[src/rtl/cmask_pkg.sv]
package cmask_pkg;
  localparam int NUM_CH   = 64;
  localparam int CH_IDX_W = $clog2(NUM_CH);
  localparam int CMD_W    = CH_IDX_W + 1;
  localparam int LANES    = 4;

  typedef struct packed {
    logic                hit;
    logic                all;
    logic [CH_IDX_W-1:0] idx;
  } cmd_t;

  // lane 0 is the most significant byte (lowest byte address)
  function automatic logic [7:0] lane_byte(input logic [31:0] word, input int lane);
    logic [31:0] sh;
    sh = word >> (8 * (LANES - 1 - lane));
    return sh[7:0];
  endfunction

  function automatic cmd_t decode_cmd(input logic hit, input logic [7:0] b);
    cmd_t c;
    c.hit = hit;
    c.all = b[CMD_W-1];
    c.idx = b[CH_IDX_W-1:0];
    return c;
  endfunction
endpackage

[src/rtl/cmask_lane_dec.sv]
module cmask_lane_dec
  import cmask_pkg::*;
#(
  parameter int LANE = 0
) (
  input  logic        ctrl_wr,
  input  logic        lane_en,
  input  logic [31:0] wdata,
  output cmd_t        cmd
);
  logic [7:0] cmd_byte;
  logic       unused_rsvd;

  assign cmd_byte    = lane_byte(wdata, LANE);
  assign unused_rsvd = cmd_byte[7];
  assign cmd         = decode_cmd(ctrl_wr & lane_en, cmd_byte);
endmodule

[src/rtl/cmask_vec.sv]
module cmask_vec
  import cmask_pkg::*;
#(
  parameter int CHANNELS = NUM_CH
) (
  input  logic                clk,
  input  logic                rst_n,
  input  cmd_t                set_cmd,
  input  cmd_t                clr_cmd,
  output logic [CHANNELS-1:0] q
);
  logic [CHANNELS-1:0] set_vec;
  logic [CHANNELS-1:0] clr_vec;
  logic                any_cmd;

  for (genvar i = 0; i < CHANNELS; i++) begin : g_bit
    assign set_vec[i] = set_cmd.hit & (set_cmd.all | (set_cmd.idx == CH_IDX_W'(i)));
    assign clr_vec[i] = clr_cmd.hit & (clr_cmd.all | (clr_cmd.idx == CH_IDX_W'(i)));
  end

  assign any_cmd = set_cmd.hit | clr_cmd.hit;

  always_ff @(posedge clk or negedge rst_n) begin
    if (!rst_n) q <= '0;
    else        q <= (q | set_vec) & ~clr_vec;
  end

  assert_single_clear_R3: assert property (@(posedge clk) disable iff (!rst_n)
    clr_cmd.hit |=> !q[$past(clr_cmd.idx)]);
  assert_global_clear_R5: assert property (@(posedge clk) disable iff (!rst_n)
    (clr_cmd.hit && clr_cmd.all) |=> (q == '0));
  assert_global_set_R4: assert property (@(posedge clk) disable iff (!rst_n)
    (set_cmd.hit && set_cmd.all && !clr_cmd.hit) |=> (&q));
  assert_single_set_R2: assert property (@(posedge clk) disable iff (!rst_n)
    (set_cmd.hit && !clr_cmd.hit) |=> q[$past(set_cmd.idx)]);
  assert_hold_R10: assert property (@(posedge clk) disable iff (!rst_n)
    !any_cmd |=> $stable(q));
endmodule

[src/rtl/cmask_rdmux.sv]
module cmask_rdmux #(
  parameter int CHANNELS = 64,
  parameter int DATA_W   = 32,
  parameter int ADDR_W   = 8,
  parameter int REQ_BASE = 8,
  parameter int ERR_BASE = 16
) (
  input  logic [ADDR_W-1:0]   addr,
  input  logic [CHANNELS-1:0] req_q,
  input  logic [CHANNELS-1:0] err_q,
  output logic [DATA_W-1:0]   rdata
);
  localparam int NUM_WORDS = CHANNELS / DATA_W;
  localparam int WORD_B    = DATA_W / 8;

  always_comb begin
    rdata = '0;
    for (int k = 0; k < NUM_WORDS; k++) begin
      if (addr == ADDR_W'(REQ_BASE + WORD_B * k))
        rdata = req_q[(NUM_WORDS-1-k)*DATA_W +: DATA_W];
      if (addr == ADDR_W'(ERR_BASE + WORD_B * k))
        rdata = err_q[(NUM_WORDS-1-k)*DATA_W +: DATA_W];
    end
  end
endmodule

[src/rtl/cmask_regs.sv]
module cmask_regs
  import cmask_pkg::*;
#(
  parameter int CHANNELS  = NUM_CH,
  parameter int DATA_W    = 32,
  parameter int ADDR_W    = 8,
  parameter int REQ_BASE  = 8,
  parameter int ERR_BASE  = 16,
  parameter int CTRL_BASE = 24
) (
  input  logic                clk,
  input  logic                rst_n,
  input  logic                bus_wr,
  input  logic [3:0]          bus_be,
  input  logic [ADDR_W-1:0]   bus_addr,
  input  logic [DATA_W-1:0]   bus_wdata,
  output logic [DATA_W-1:0]   bus_rdata,
  output logic [CHANNELS-1:0] req_en_mask,
  output logic [CHANNELS-1:0] err_int_en_mask
);
  localparam int LANE_REQ_SET = 0;
  localparam int LANE_REQ_CLR = 1;
  localparam int LANE_ERR_SET = 2;
  localparam int LANE_ERR_CLR = 3;

  logic ctrl_wr;
  cmd_t lane_cmd [LANES];

  assign ctrl_wr = bus_wr && (bus_addr == ADDR_W'(CTRL_BASE));

  for (genvar l = 0; l < LANES; l++) begin : g_lane
    cmask_lane_dec #(.LANE(l)) u_dec (
      .ctrl_wr (ctrl_wr),
      .lane_en (bus_be[LANES-1-l]),
      .wdata   (bus_wdata),
      .cmd     (lane_cmd[l])
    );
  end

  cmask_vec #(.CHANNELS(CHANNELS)) u_req (
    .clk     (clk),
    .rst_n   (rst_n),
    .set_cmd (lane_cmd[LANE_REQ_SET]),
    .clr_cmd (lane_cmd[LANE_REQ_CLR]),
    .q       (req_en_mask)
  );

  cmask_vec #(.CHANNELS(CHANNELS)) u_err (
    .clk     (clk),
    .rst_n   (rst_n),
    .set_cmd (lane_cmd[LANE_ERR_SET]),
    .clr_cmd (lane_cmd[LANE_ERR_CLR]),
    .q       (err_int_en_mask)
  );

  cmask_rdmux #(
    .CHANNELS (CHANNELS),
    .DATA_W   (DATA_W),
    .ADDR_W   (ADDR_W),
    .REQ_BASE (REQ_BASE),
    .ERR_BASE (ERR_BASE)
  ) u_rd (
    .addr  (bus_addr),
    .req_q (req_en_mask),
    .err_q (err_int_en_mask),
    .rdata (bus_rdata)
  );

  assert_ctrl_reads_zero_R8: assert property (@(posedge clk) disable iff (!rst_n)
    (bus_addr == ADDR_W'(CTRL_BASE)) |-> (bus_rdata == '0));
  assert_req_low_readback_R9: assert property (@(posedge clk) disable iff (!rst_n)
    (bus_addr == ADDR_W'(REQ_BASE + DATA_W/8)) |-> (bus_rdata == req_en_mask[DATA_W-1:0]));
  assert_err_isolated_R11: assert property (@(posedge clk) disable iff (!rst_n)
    (!lane_cmd[LANE_ERR_SET].hit && !lane_cmd[LANE_ERR_CLR].hit) |=> $stable(err_int_en_mask));
  assert_no_stray_write_R10: assert property (@(posedge clk) disable iff (!rst_n)
    !ctrl_wr |=> ($stable(req_en_mask) && $stable(err_int_en_mask)));
endmodule

[config.mk]
export PLATFORM = sky130hd
export DESIGN_NAME = cmask_regs
export DESIGN_NICKNAME = d
export VERILOG_FILES = /design/src/rtl/cmask_pkg.sv /design/src/rtl/cmask_lane_dec.sv /design/src/rtl/cmask_vec.sv /design/src/rtl/cmask_rdmux.sv /design/src/rtl/cmask_regs.sv
export SDC_FILE = /design/constraint.sdc
export NUM_CORES = 1
export LEC_CHECK = 0
export ABC_AREA = 1
export ABC_CLOCK_PERIOD_IN_PS = 1410
export BUFFER_PORTS_ARGS = -buffer_cell sky130_fd_sc_hd__buf_2
export CAP_MARGIN = 20
export CORE_ASPECT_RATIO = 2
export CORE_MARGIN = 2
export CORE_UTILIZATION = 57
export CTS_BUF_LIST = sky130_fd_sc_hd__clkbuf_16
export CTS_CLUSTER_DIAMETER = 50
export DETAILED_ROUTE_END_ITERATION = 7
export PLACE_DENSITY_LB_ADDON = 0.15
export SYNTH_ARGS = -nofsm -noshare
export SYNTH_HDL_FRONTEND = slang
export SYNTH_SLANG_ARGS = --single-unit
export TNS_END_PERCENT = 5
[constraint.sdc]
create_clock -name clk -period 1.41 [get_ports clk]
set_input_delay 0.2115 -clock clk [delete_from_list [all_inputs] [get_ports clk]]
set_output_delay 0.2115 -clock clk [all_outputs]
set_load 0.02 [all_outputs]
# Yosys cells after proc, flatten, opt, wreduce, memory -nomap -nowiden
# Index checks and enable logic that the tools add are counted.
# word_totals
word_cells,790
out_inout_bits,160
reg_bits,128
in_bits,47
# op_classes
mux,4
eq_ne,257
reduce_logical,5
n_bitwise,522
# op_table
cell,n
$eq A6 B6 Y1 const B,128
$eq A6 B5 Y1 const B,64
$and A1 B1 Y1,260
$or A1 B1 Y1,256
$eq A6 B4 Y1 const B,32
$and A64 B64 Y64,2
$mux W32,4
$not A64 Y64,2
$or A64 B64 Y64,2
$eq A6 B3 Y1 const B,16
$eq A6 B2 Y1 const B,8
$eq A6 B1 Y1 const B,4
$eq A8 B5 Y1 const B,3
$logic_not A6 Y1,4
$eq A8 B4 Y1 const B,2
$logic_and A1 B1 Y1,1

# Logic depth before layout (Yosys ltp)
# Gate-level depths: netlist of run 1.
# logic_depth
depth_word,6
ltp_mapped,10
mapped_depth_nobuf,9

# By module
# From an unflattened synthesis of run 1, not the netlist that was laid out.
# hier_totals
hier_cells,1429
hier_area_um2,9718.1
# modules_own_cells
mod,cells_each,n_inst,area_each_um2
cmask_vec,590,2,4137.7
cmask_rdmux,206,1,1171.1
cmask_lane_dec,9,4,60.1
cmask_regs,7,1,31.3

# Worst setup path after synthesis of run 1
# OpenSTA, ideal clock, no wires.
# synth_path
kind,input -> output
startpoint,in bus_addr[6]
endpoint,out bus_rdata[0]
slack_ns,-0.009
t_required_ns,1.199
arrival_time_ns,1.207
stages,8
cell_sequence,inv_1 nand2_1 nor2_1 and2_1 buf_2 clkbuf_1 nand2_1 nand4_1
# synth_via
elab_chain_len,5
word_cells_on_any_way,8
# synth_rtl
item,line_no,source
from (decl),cmask_regs.sv:15,"input logic [ADDR_W-1:0] bus_addr,"
$eq A8 B4 Y1,cmask_rdmux.sv:19,if (addr == ADDR_W'(REQ_BASE + WORD_B * k))
$mux W32,cmask_rdmux.sv:19,
$mux W32,cmask_rdmux.sv:21,if (addr == ADDR_W'(ERR_BASE + WORD_B * k))
$mux W32,cmask_rdmux.sv:19,
$mux W32 (*),cmask_rdmux.sv:21,
to (decl),cmask_regs.sv:17,"output logic [DATA_W-1:0] bus_rdata,"
# Mark *: on every way between the ends. The rest lies on a longest branch, timed or not.

# Final worst setup path of run 1
# layout_path
startpoint,in bus_addr[7]
endpoint,out bus_rdata[8]
# Same word-level chain as after synthesis.

==> impl_results.md, run 1 <==
* Critical-path top delay cell: nand4_1
* DRC errors left at 0
* EDFF count, synth at 0
* Final number of setup-violating endpoints at 32
* Worst path cell trace: buf_6 > inv_2 > nand2_2 > buf_6 > nor2_4 > buf_12 > buf_12 > nand3_1 > nand4_1 > buf_6
* CTS tree: built
* Synthesized area at 10110 µm²
* Synth top area share at 0.3169
* Period Utilization, post-route at 1.172
* Most common cell in the synthesized netlist: nand2_1
* Fin worst setup slack at -0.2423 ns
* Starting DRT DRC Count at 888
* Clk slew on worst S/H paths at 0.06 ns
* Standard-cell rows at 68
* Most common cell on crit path: buf_6
* Pre-CTS setup slack at -0.2775 ns
* CORE AREA at 17360 µm²
* Total global-route track usage at 0.4279
* Pwr Density at 797.8 nW/µm²
* GR Layer Usage met3 at 0.06556
* Mapped Nets at 1764
* Clock Tree Root: clkbuf_16
* First-pass GRT wire length at 63.36 mm
* Starting Density at 0.5823
* DP Wirelength at 28.86 mm
* Unrepaired setup endpoints after global routing: yes
* Design Power at 10130 µW
* Number of global-route vias before repair at 12070
* Largest net degree at the start of global routing at 67
* Routing usage on met1 at 0.4676
* Violated checks: setup timing
* GPL Wtd Cong at 1.090
* ANT cells at 0
* Max Root-Sink Buffers at 2
* Ys flop type: dfrtp_1
* Worst vdd ir at 0.0007090 V
* Measured slew at the worst slew-check pin at 0.4432 ns
* CP Class: in2out
* Remaining antenna violation count at 0
* Area leader, netlist: dfrtp_1
* Final Core Density at 0.7318
* Outcome: finished, violations left
* CTS H-tree depth at 4
* Synth top area cells: dfrtp_1 (32%), nand2_1 (19%), nand3_1 (17%)
* Gr busiest metal: met2
* Critical Path RT at 1.20 ns
* DIE HEIGHT at 192.3 µm
* Routed wire length at 40.53 mm
* Type of origin of the critical path: primary input
* Clk sinks at 128
* Mapped Cells at 1717
* Crit path time final at 1.652 ns
* Synth cell count leaders: nand2_1 (516), nand3_1 (345), inv_1 (295), nor2_1 (129), dfrtp_1 (128)
* Setup TNS at -5.414 ns
* FFs w/ async S/R, synth at 1.000
* Port bufs at 202
* Synth warn at 0
* Worst stage delay on the critical path at 0.20 ns
* Antenna violations before repair at 0
* Clock latency on the worst-skew pair at 0.43 ns
* FF+latch count, synth at 128
* Worst path arrival time at 1.44 ns
* Vias per inst at 5.783
* I/O pins at 207
* Worst hold path class: in2async
* Vias at 12390
* Met2 usage at 0.7371
* CP Max Fanout at 26
* Post-Syn Area per Cell at 5.887 µm²
* Max Clock Skew at 0 ns
* Die area at 18880 µm²
* Total clock buffers created by CTS at 17
* CP endpoint kind: output pin
* Fin nets at 1967
* Max-cap viol count at 0
* Layout cells sized above 1 at 0.1862
* Post-synthesis sequential area ratio at 0.3169
* Max Slew Vio Count at 0
* Max_slew headroom at 0.7034
* Grt ovf at 0
* Wire per inst at 18.91 µm
* Achievable Freq at 605.2 MHz
* Netlist cell types at 22
* Leak pwr at 0.006737 µW
* Pre-antenna DRT Iters at 6
* Final hold vios at 0
* DIE WIDTH at 98.16 µm
* Area grow syn2layout at 25.67%
per-layer routing:
metal	up-vias	wire length [µm]
met5	-	0
met4	0	3500
met3	240	3760
met2	857	20170
met1	5561	13100
li1	5736	-
through the flow:
stage	hold slack [ns]	cells	instance area (µm²)
global route	0.1516	2143	12700
detailed placement	0.04377	2105	11850
floorplan	-0.08409	1717	10110
finish	0.1419	2143	12700
global placement	0.04347	2105	11850
CTS	0.1335	2142	12640
cell families (layout without fill, tap and decap cells):
family | after synthesis | after routing | share of synthesized area
compound gates | 137 | 137 | 0.06784
buf+inv | 420 | 636 | 0.1769
flops | 128 | 128 | 0.3169
simple gates | 1032 | 1032 | 0.4384
where the power goes:
group | internal, µW | switching [µW] | leakage (µW)
clock network | 2580 | 1820 | 0.000262
registers | 3770 | 130 | 0.00114
logic | 580 | 1240 | 0.00534
registers in the layout, summed over array words and instances, names as in the netlist:
register,cells
u_req.q,64
u_err.q,64
critical path: cells and delay by family:
family                 cells  cell delay, ns
AND/OR/NAND/NOR            4            0.53
buffers and inverters      6            0.68
cells in the final DEF, fill, tap and decap left out:
cell	count
a21oi_1	88
and2_4	1
buf_12	34
buf_16	2
buf_2	171
buf_4	84
buf_6	10
bufinv_16	2
clkbuf_16	18
clkinv_1	4
clkinv_2	3
clkinv_4	1
clkinvlp_4	5
dfrtp_1	127
dfrtp_2	1
dlygate4sd3_1	1
inv_1	292
inv_2	7
inv_6	2
nand2_1	514
nand2_2	2
nand2_4	2
nand3_1	341
nand3_2	5
nand3b_1	1
nand4_1	31
nor2_1	125
nor2_2	7
nor2_4	3
o21ai_0	48
o21ai_1	1
path summary, 6_finish.rpt:
kind | slack (ns) | to | start | depth (start not counted)
setup / recovery | -0.24 | bus_rdata[8] | bus_addr[7] | 10
max in group asynchronous | 0.60 | u_req.q[27]$_DFF_PN0_ | rst_n | 3
min in group clk | 0.21 | u_req.q[45]$_DFF_PN0_ | bus_wdata[22] | 4
hold reg to reg | 0.55 | u_req.q[23]$_DFF_PN0_ | u_req.q[23]$_DFF_PN0_ | 2
setup reg to reg | 0.61 | u_req.q[39]$_DFF_PN0_ | u_req.q[39]$_DFF_PN0_ | 3
hold / removal | 0.14 | u_req.q[19]$_DFF_PN0_ | rst_n | 2
cell type report:
cell class / count / area (µm²)
Timing Repair Buffer: 303 / 2370
Sequential cell: 128 / 3204
Fill cell: 1481 / 4654
Inverter: 301 / 1132
Tap cell: 210 / 262.8
Clock buffer: 17 / 425.4
Multi-Input combinational cell: 1169 / 5164
Clock inverter: 15 / 143.9
what timing repair did:
action                     4_1_cts  5_1_grt
hold endpoints to repair       128        0
setup endpoints to repair       32       32
gates resized for setup         42       14
pin swaps                       15        6
hold buffers                     1        0
cloned                           2        1
setup buffers                    2        0
(Power assumes the default switching activity.)
==> run 2, diff against run 1 <==
--- a/config.mk
+++ b/config.mk
@@ -9,9 +9,8 @@
 export ABC_CLOCK_PERIOD_IN_PS = 1410
 export BUFFER_PORTS_ARGS = -buffer_cell sky130_fd_sc_hd__buf_2
 export CAP_MARGIN = 20
-export CORE_ASPECT_RATIO = 2
 export CORE_MARGIN = 2
-export CORE_UTILIZATION = 57
+export CORE_UTILIZATION = 35
 export CTS_BUF_LIST = sky130_fd_sc_hd__clkbuf_16
 export CTS_CLUSTER_DIAMETER = 50
 export DETAILED_ROUTE_END_ITERATION = 7
==> run 2 against run 1 <==
The run still ends with setup timing left. Critical path depth grew 2. Worst setup slack gained 0.012 ns. Maximum frequency grew 0.74%. Routed wire length grew 3.4%. Register-to-register slack lost 0.06 ns. Total power grew 2.7%. Critical endpoint is now bus_rdata[10]. Largest cell class unchanged. Largest power group unchanged.
==> impl_results.md, run 2 (same netlist as run 1, synthesis figures left out) <==
* Outcome: finished, violations left
* Violated checks: setup timing
* Comb pwr share at 0.175 (-0.005)
* Sequential share of power at 0.377 (-0.008)
* Commonest non-fill, non-tap cell in the layout: nand2_1
* Worst vdd ir at 0.0006655 V (-6.1%)
* End of the worst register-to-register path: u_err.q[7]$_DFF_PN0_
* Max Slew Vio Count at 0 (unchanged)
* Final hold vios at 0 (unchanged)
* Wire per inst at 17.92 µm (-5.2%)
* Starting DRT DRC Count at 962 (+8.3%)
* Clock power share at 0.449 (+0.014)
* RR Startpoint: u_err.q[7]$_DFF_PN0_
* Internal reg-to-reg setup slack at 0.55 ns (-0.06 ns)
* Unrepaired setup endpoints after global routing: yes
* Remaining antenna violation count at 0 (unchanged)
* Total global-route track usage at 0.2650 (-0.1629)
* Critical path origin: bus_addr[7]
* Routing usage on met1 at 0.3560 (-0.1116)
* GR Layer Usage met3 at 0.04265 (-0.02291)
* Final number of setup-violating endpoints at 32 (unchanged)
* DRC errors left at 0 (unchanged)
* Cell Int Power at 7185 µW (+3.6%)
* Grt ovf at 0 (unchanged)
* Clk slew on worst S/H paths at 0.07 ns (about the same)
* Hold endpoint: u_req.q[46]$_DFF_PN0_
* DIE HEIGHT at 173.9 µm (-9.6%)
* Switching share of power at 0.3095 (-0.006029)
* Layout cells sized above 1 at 0.2038 (+0.01755)
* Number of global-route vias before repair at 10860 (-10%)
* CP endpoint kind: output pin
* Worst hold path class: in2reg
* Total clock buffers created by CTS at 17 (unchanged)
* Worst hold path startpoint: bus_wdata[22]
* Worst path arrival time at 1.43 ns (about the same)
* Routed wire length at 41.89 mm (+3.4%)
* Clock Tree Root: clkbuf_16
* Max Clock Skew at 0 ns (unchanged)
* Max_slew headroom at 0.7183 (+0.01485)
* Min Hold Slack at 0.2003 ns (+0.05838 ns)
* Area grow syn2layout at 30.63%
* Pre-CTS setup slack at -0.2725 ns (+0.004979 ns)
* Starting Density at 0.3540 (-0.2283)
* Leak pwr at 0.006870 µW (+2.0%)
* Clk sinks at 128 (unchanged)
* Met2 usage at 0.4414 (-0.2957)
* I/O pins at 207 (unchanged)
* Critical Path RT at 1.20 ns (about the same)
* Most frequent cells in the layout: nand2_1 (513), nand3_1 (334), inv_1 (291)
* DP Wirelength at 30.34 mm (+5.1%)
* Cell Area, Placed at 12120 µm² (+2.3%)
* Final Cell Area at 13200 µm² (+3.9%)
* GPL Wtd Cong at 0.9358 (-14%)
* Die area at 30250 µm² (+60%)
* DIE WIDTH at 173.9 µm (+77%)
* Vias at 11860 (-4.3%)
* Antenna violations before repair at 1 (+1)
* Largest net degree at the start of global routing at 65 (-3.0%)
* Pre-antenna DRT Iters at 5 (-1)
* NetSw at 3220 µW (+0.72%)
* Design Power at 10400 µW (+2.7%)
* CTS H-tree depth at 4 (unchanged)
* CORE AREA at 28550 µm² (+64%)
* First-pass GRT wire length at 62.65 mm (-1.1%)
* ANT cells at 0 (unchanged)
* Max-cap viol count at 0 (unchanged)
* Gr busiest metal: met2
* Crit path time final at 1.640 ns (-0.01217 ns)
* Clock latency on the worst-skew pair at 0.42 ns (about the same)
* CTS tree: built
* CP Max Fanout at 8 (-69%)
* Achievable Freq at 609.7 MHz (+0.74%)
* Pwr Density at 788.1 nW/µm² (-1.2%)
* Hold Path Stages at 4
* Top Registers: u_err.q (64), u_req.q (64)
* CP Class: in2out
* Measured slew at the worst slew-check pin at 0.4226 ns (-0.02064 ns)
* Type of origin of the critical path: primary input
* Max Root-Sink Buffers at 2 (unchanged)
* Standard-cell rows at 62 (-8.8%)
* Fin worst setup slack at -0.2301 ns (+0.01217 ns)
* Fin nets at 1987 (+1.0%)
* Period Utilization, post-route at 1.163 (-0.008632)
* Worst r2r path cells at 5 (+2)
* Port bufs at 202 (unchanged)
* Vias per inst at 5.076 (-12%)
## run 2: changes by cell type in the layout (fill, tap and decap cells not counted), sizes merged
cell,before,now
clkinv,8,9
inv,301,302
clkinvlp,5,2
bufinv,2,3
buf,301,317
clkbuf,18,22
## run 2: worst max-delay path, stage by stage
cell and delay [ns]:
buf_6 0.09, inv_2 0.04, nand2_2 0.06, buf_6 0.12
nor2_4 0.11, buf_12 0.14, buf_12 0.12, nand3_2 0.07
o21ai_1 0.09, nor2_1 0.06, nor2_1 0.15, buf_4 0.17
## run 2: per-layer routing
metal	up-vias	part of all wire
met4	2	0.025
met1	5505	0.43
li1	5776	-
met2	507	0.48
met3	73	0.068
met5	-	0.00031
## run 2: timing repair
item / 4_1_cts / 5_1_grt
gates cloned: 0 / 7
endpoints found under the hold margin: 20 / 0
resized for setup: 29 / 48
hold buffers: 1 / 0
setup buffers: 1 / 8
setup endpoints to repair: 32 / 32
pin swaps: 8 / 25
## run 2: through the flow
step,util,std cells,setup TNS [ns]
global route,0.4625,2337,-7.023
detailed placement,0.4247,2288,-25.51
finish,0.4625,2337,-5.816
floorplan,-,1717,-0.2579
global placement,0.4247,2288,-25.01
CTS,0.4491,2322,-4.970
## run 2: power by group through the flow
stage	combinational (µW)	sequential (µW)	clock [µW]
after floorplan	833	4040	0
after global placement	1740	3980	0
after detailed placement	1740	3980	0
after CTS	1750	3910	4740
after global routing	1980	3920	4890
final	1820	3920	4670
## run 2: layout make-up
cell class	instances	area, µm²
repair buffers	323	2569
clock inverters	15	183.9
flip-flops and latches	128	3211
well taps	384	480.5
inverters	301	1135
multi-input cells	1169	5199
clock buffers	17	425.4
fillers	3102	15340
## run 2: worst max path at each step
stage                     slack [ns]  cells after the start               endpoint
after global routing           -0.26                     12          bus_rdata[10]
final                          -0.23                     12          bus_rdata[10]
after global placement         -0.25                      9  u_err.q[30]$_DFF_PN0_
after floorplan               -0.009                      8           bus_rdata[0]
after detailed placement       -0.27                      9  u_err.q[54]$_DFF_PN0_
after CTS                      -0.24                      9          bus_rdata[24]
